### src/rtl/pllsched_pkg.sv
package pllsched_pkg;
  typedef enum logic {
    TC_SRC_HW = 1'b0,
    TC_SRC_SW = 1'b1
  } tc_src_e;

  localparam int unsigned DEF_STEP_LEN = 64;
  localparam int unsigned DEF_BL_W     = 2;
endpackage

### src/rtl/pllsched_step_ctr.sv
module pllsched_step_ctr #(
  parameter int unsigned STEP_LEN = pllsched_pkg::DEF_STEP_LEN,
  parameter int unsigned STEP_W   = pllsched_pkg::DEF_BL_W
) (
  input  logic              clk,
  input  logic              rst,
  input  logic              bit_stb,
  input  logic              resync,
  output logic [STEP_W-1:0] step
);
  localparam int unsigned SUB_W     = (STEP_LEN > 1) ? $clog2(STEP_LEN) : 1;
  localparam int unsigned NUM_STEPS = 1 << STEP_W;
  localparam logic [STEP_W-1:0] LAST_STEP = STEP_W'(NUM_STEPS - 1);
  localparam logic [SUB_W-1:0]  SUB_END   = SUB_W'(STEP_LEN - 1);

  logic [SUB_W-1:0] sub_q;
  logic [STEP_W-1:0] step_q;

  always_ff @(posedge clk) begin
    if (rst || resync) begin
      sub_q  <= '0;
      step_q <= '0;
    end else if (bit_stb && step_q != LAST_STEP) begin
      if (sub_q == SUB_END) begin
        sub_q  <= '0;
        step_q <= step_q + 1'b1;
      end else begin
        sub_q <= sub_q + 1'b1;
      end
    end
  end

  assign step = step_q;


  resync_clear_chk: assert property (@(posedge clk) disable iff (rst)
    resync |=> (step_q == '0 && sub_q == '0));

  last_hold_chk: assert property (@(posedge clk) disable iff (rst)
    (step_q == LAST_STEP && !resync) |=> step_q == LAST_STEP);

  idle_stable_chk: assert property (@(posedge clk) disable iff (rst)
    (!resync && !bit_stb) |=> ($stable(step_q) && $stable(sub_q)));

  step_inc_chk: assert property (@(posedge clk) disable iff (rst)
    !resync |=> (step_q == $past(step_q) || step_q == $past(step_q) + 1'b1));
endmodule

### src/rtl/pllsched_decode.sv
module pllsched_decode #(
  parameter int unsigned STEP_W       = pllsched_pkg::DEF_BL_W,
  parameter int unsigned CARRIER_STEP = 1
) (
  input  logic [STEP_W-1:0] step,
  output logic              hw_carrier,
  output logic [STEP_W-1:0] hw_bit
);
  localparam logic [STEP_W-1:0] CAR_TH = STEP_W'(CARRIER_STEP);

  generate
    if (CARRIER_STEP == 0) begin : g_car_always_slow
      assign hw_carrier = 1'b1;
    end else begin : g_car_thresh
      assign hw_carrier = (step >= CAR_TH);
    end
  endgenerate

  assign hw_bit = step;
endmodule

### src/rtl/pllsched_outsel.sv
module pllsched_outsel #(
  parameter int unsigned BL_W = pllsched_pkg::DEF_BL_W
) (
  input  logic            clk,
  input  logic            rst,
  input  logic            src_sw,
  input  logic            hw_carrier,
  input  logic [BL_W-1:0] hw_bit,
  input  logic            sw_carrier,
  input  logic [BL_W-1:0] sw_bit,
  output logic            carrier_q,
  output logic [BL_W-1:0] bit_q
);
  import pllsched_pkg::*;

  tc_src_e src;
  assign src = tc_src_e'(src_sw);

  always_ff @(posedge clk) begin
    if (rst) begin
      carrier_q <= 1'b0;
      bit_q     <= '0;
    end else if (src == TC_SRC_SW) begin
      carrier_q <= sw_carrier;
      bit_q     <= sw_bit;
    end else begin
      carrier_q <= hw_carrier;
      bit_q     <= hw_bit;
    end
  end


  sw_hold_chk: assert property (@(posedge clk) disable iff (rst)
    (src_sw && $past(src_sw) && $stable(sw_bit) && $stable(sw_carrier))
      |=> ($stable(bit_q) && $stable(carrier_q)));
endmodule

### src/rtl/pll_tc_sched.sv
module pll_tc_sched #(
  parameter int unsigned STEP_LEN     = pllsched_pkg::DEF_STEP_LEN,
  parameter int unsigned BL_W         = pllsched_pkg::DEF_BL_W,
  parameter int unsigned CARRIER_STEP = 1
) (
  input  logic            clk,
  input  logic            rst,
  input  logic            bit_stb,
  input  logic            resync,
  input  logic            src_sw,
  input  logic            sw_carrier,
  input  logic [BL_W-1:0] sw_bit,
  output logic            carrier_sel,
  output logic [BL_W-1:0] bit_sel
);
  logic [BL_W-1:0] step;
  logic            hw_carrier;
  logic [BL_W-1:0] hw_bit;

  pllsched_step_ctr #(.STEP_LEN(STEP_LEN), .STEP_W(BL_W)) i_ctr (
    .clk(clk), .rst(rst), .bit_stb(bit_stb), .resync(resync), .step(step)
  );

  pllsched_decode #(.STEP_W(BL_W), .CARRIER_STEP(CARRIER_STEP)) i_dec (
    .step(step), .hw_carrier(hw_carrier), .hw_bit(hw_bit)
  );

  pllsched_outsel #(.BL_W(BL_W)) i_out (
    .clk(clk), .rst(rst), .src_sw(src_sw),
    .hw_carrier(hw_carrier), .hw_bit(hw_bit),
    .sw_carrier(sw_carrier), .sw_bit(sw_bit),
    .carrier_q(carrier_sel), .bit_q(bit_sel)
  );


  carrier_fast_pair_chk: assert property (@(posedge clk) disable iff (rst)
    (!$past(src_sw) && !carrier_sel) |-> bit_sel == '0);

  resync_out_chk: assert property (@(posedge clk) disable iff (rst)
    ($past(resync) && !$past(src_sw) && !src_sw) |=> (!carrier_sel && bit_sel == '0));
endmodule

### config.mk
export PLATFORM = sky130hd
export DESIGN_NAME = pll_tc_sched
export DESIGN_NICKNAME = d
export VERILOG_FILES = /design/src/rtl/pllsched_pkg.sv /design/src/rtl/pllsched_step_ctr.sv /design/src/rtl/pllsched_decode.sv /design/src/rtl/pllsched_outsel.sv /design/src/rtl/pll_tc_sched.sv
export SDC_FILE = /design/constraint.sdc
export NUM_CORES = 1
export LEC_CHECK = 0
export CAP_MARGIN = 20
export CELL_PAD_IN_SITES_DETAIL_PLACEMENT = 1
export CELL_PAD_IN_SITES_GLOBAL_PLACEMENT = 1
export CORE_MARGIN = 4
export CORE_UTILIZATION = 37
export DETAILED_ROUTE_END_ITERATION = 8
export PLACE_DENSITY_LB_ADDON = 0.2
export SETUP_SLACK_MARGIN = 0.3
export SLEW_MARGIN = 5
export SYNTH_ARGS = -nofsm -noshare
export SYNTH_HDL_FRONTEND = slang
export SYNTH_SLANG_ARGS = --single-unit
### constraint.sdc
create_clock -name clk -period 3.1 [get_ports clk]
set_input_delay 0.93 -clock clk [delete_from_list [all_inputs] [get_ports clk]]
set_output_delay 0.93 -clock clk [all_outputs]
set_load 0.02 [all_outputs]
==> metrics.txt <==
Worst path depth 1; cell taking the most area after synthesis dfxtp_1; Slowest-stage cell, CP clkdlybuf4s50_1; Async S/R FF share, synth 0%; max incr delay on CP 590 ps; Synth cell types 23; H-tree Lvls 1; Reg2Reg Launch Point i_ctr.step[0]; Synth Instances 57; port bufs 10; post-route antenna net violation count 0; number of synthesized flops with an enable pin 0; worst-path cell chain clkdlybuf4s50_1; grt ovf 0; post-synthesis sequential area ratio 42.82%; power share of the combinational group 9.1%; Die H 45.28 um; top sig layer met3; share of the synthesized area in the top cell type 42.82%; initial antenna violation count 0; Worst Reg-to-Reg Cells 4; delay-heaviest family, CP buffers and inverters; wire length on met1 605 um; worst-path fanout max 1; mean post-synth cell area 9.022 sq um; CTS resizes 0; Worst Setup SP i_out.carrier_q; die area 2050 sq um; DIE WIDTH 45.28 um; vias 452; P_leak 0.0002456 uW; yosys warns 0; fin crit period 2103 ps; simple-gate share of the synthesized area 25.30%; CP arrival 1170 ps; pwr dens 411.1 nW/um^2; largest family of logic cells by synthesized area simple AND/OR/NAND/NOR gates; clock latency on the worst-skew pair 270 ps; mux share of post-synthesis cell area 5.839%; final hold vios 0; Yosys reg bits 11; Synth Area in Compound Gates 12.90%; Post-CTS Setup Bufs 0; setup TNS 0 ps; kind of critical path reg -> out; hpwl dp 877 um; Final Util 50.29%; P&R area growth vs syn 27.25%; setup ws final 997.0 ps; final setup fails 0; RSZ-0062 raised after global routing no; synth cell count leaders dfxtp_1 (11), a21oi_1 (7), nor2_1 (6); TritonCTS clock tree done; Final Max Slew Viols 0; initial core utilization 39.52%; clock-pin slew on the worst setup and hold paths 70 ps; DR WL/cell 13.55 um; xor/xnor share of the synthesized area 3.406%; met2 WL 495 um; DRT Wirelength 1152 um; cts bufs inserted 3; Max-cap violations 0; Routed met3 length 51 um; drt first pass iters 4; n_diodes 0; CORE AREA 1301 sq um; sequential share of power 53.9%; Synth area leaders dfxtp_1 (43%), ha_1 (7.3%), a21oi_1 (6.8%), mux2i_1 (5.8%), nor2_1 (4.4%); I/O pins 11; Initial DRC Count 5; # DRC 0; most frequent cell after synthesis dfxtp_1; mapped cell area 514.2 sq um; Post-CTS Hold Buffers 0; sw power 61.02 uW; fmax 0.4755 GHz; clock buffer depth 2; Post-Synth Adder-Cell Area 7.299%; Sw Share 22.68%; vias in the first global route 449; Peak VDD IR 213.6 uV; Clk network pwr share 37.0%; HP Class reg -> reg; clock sink count 11; placer congestion estimate 0.7248; data required time of the worst path 2170 ps; Buf/Inv on CP 1; first-pass GRT wire length 2021 um; Root Buffer clkbuf_4; Setup Skew 0.9191 ps; hold depth 2; WHS 529.6 ps; share of cells above drive strength 1 8.571%; outcome completed; largest net degree at the start of global routing 9; # rows 13; worst slew pin tran 224.8 ps; Int Pwr 208.0 uW; crit path launch type register; Hold Crit Start i_ctr.sub_q[4]; routed vias/inst 5.318; total track usage 14.11%; Non-Filler Instances 85; CP Capture Type output pin; period utilization 67.84%; setup slack at placement 937.2 ps; Slew headroom 84.99%; Post-synth top flop dfxtp_1; Final #Nets 82; Mapped Nets 68; placed cells 81
-- power by group through the flow --
stage               logic, uW  clock network, uW  registers, uW
CTS                      25.0                105            145
global placement         24.4                  0            148
finish                   24.5               99.5            145
detailed placement       25.0                  0            148
global route             26.9                113            145
floorplan                7.88                  0            150
-- placed cells by master, fill, tap and decap left out, types with 3 or more instances in the layout --
cell type	netlist	layout
dfxtp_1	11	11
clkdlybuf4s50_1	0	10
a21oi_1	7	7
nor2_1	6	6
nand3_1	4	4
mux2i_1	3	3
o21ai_0	3	3
ha_1	3	3
clkbuf_4	0	3
-- final timing paths --
path / slack, ps / end
worst min-delay path: 530 / i_ctr.sub_q[4]
worst max-delay path: 1000 / carrier_sel
worst max register to register: 1760 / i_ctr.sub_q[4]
worst min register to register: 530 / i_ctr.sub_q[4]
-- tightest hold or removal path, delay by kind of cell, from the launching register on --
family	cells	cell delay [ps]
DFF	1	350
AOI/OAI and AO/OA	2	140
-- state kept, by name, indices dropped and copies added (netlist names) --
signal / flops
i_out.bit_q: 2
i_ctr.sub_q: 6
i_out.carrier_q: 1
i_ctr.step: 2
-- per-stage QoR --
step | power, uW | cell area (sq um)
after global placement | 172.6 | 628.1
after floorplan | 158.1 | 514.2
after CTS | 275.1 | 654.4
final | 269.0 | 654.4
after detailed placement | 173.3 | 628.1
after global routing | 285.4 | 654.4
-- layer usage --
metal  vias to the layer above  GRT usage [%]
met5                         -              0
met4                         0          8.772
met3                         0          3.984
met2                         6          18.64
met1                       215          19.76
li1                        231              -
-- cells by family after synthesis --
logic type / after synthesis
DFF: 11
adders and majority gates: 3
xor gates and xnor gates: 2
and+or+nand+nor: 23
buffers and inverters: 3
muxes: 3
AOI/OAI and AO/OA: 12
-- layout make-up --
class | instances | area, sq um
clock buffer | 4 | 26.28
inverter | 2 | 7.507
multi-input combinational | 43 | 281.5
timing repair buffer | 10 | 100.1
tap | 15 | 18.77
fill | 161 | 646.9
sequential | 11 | 220.2
Power figures use the tool's default switching activity.
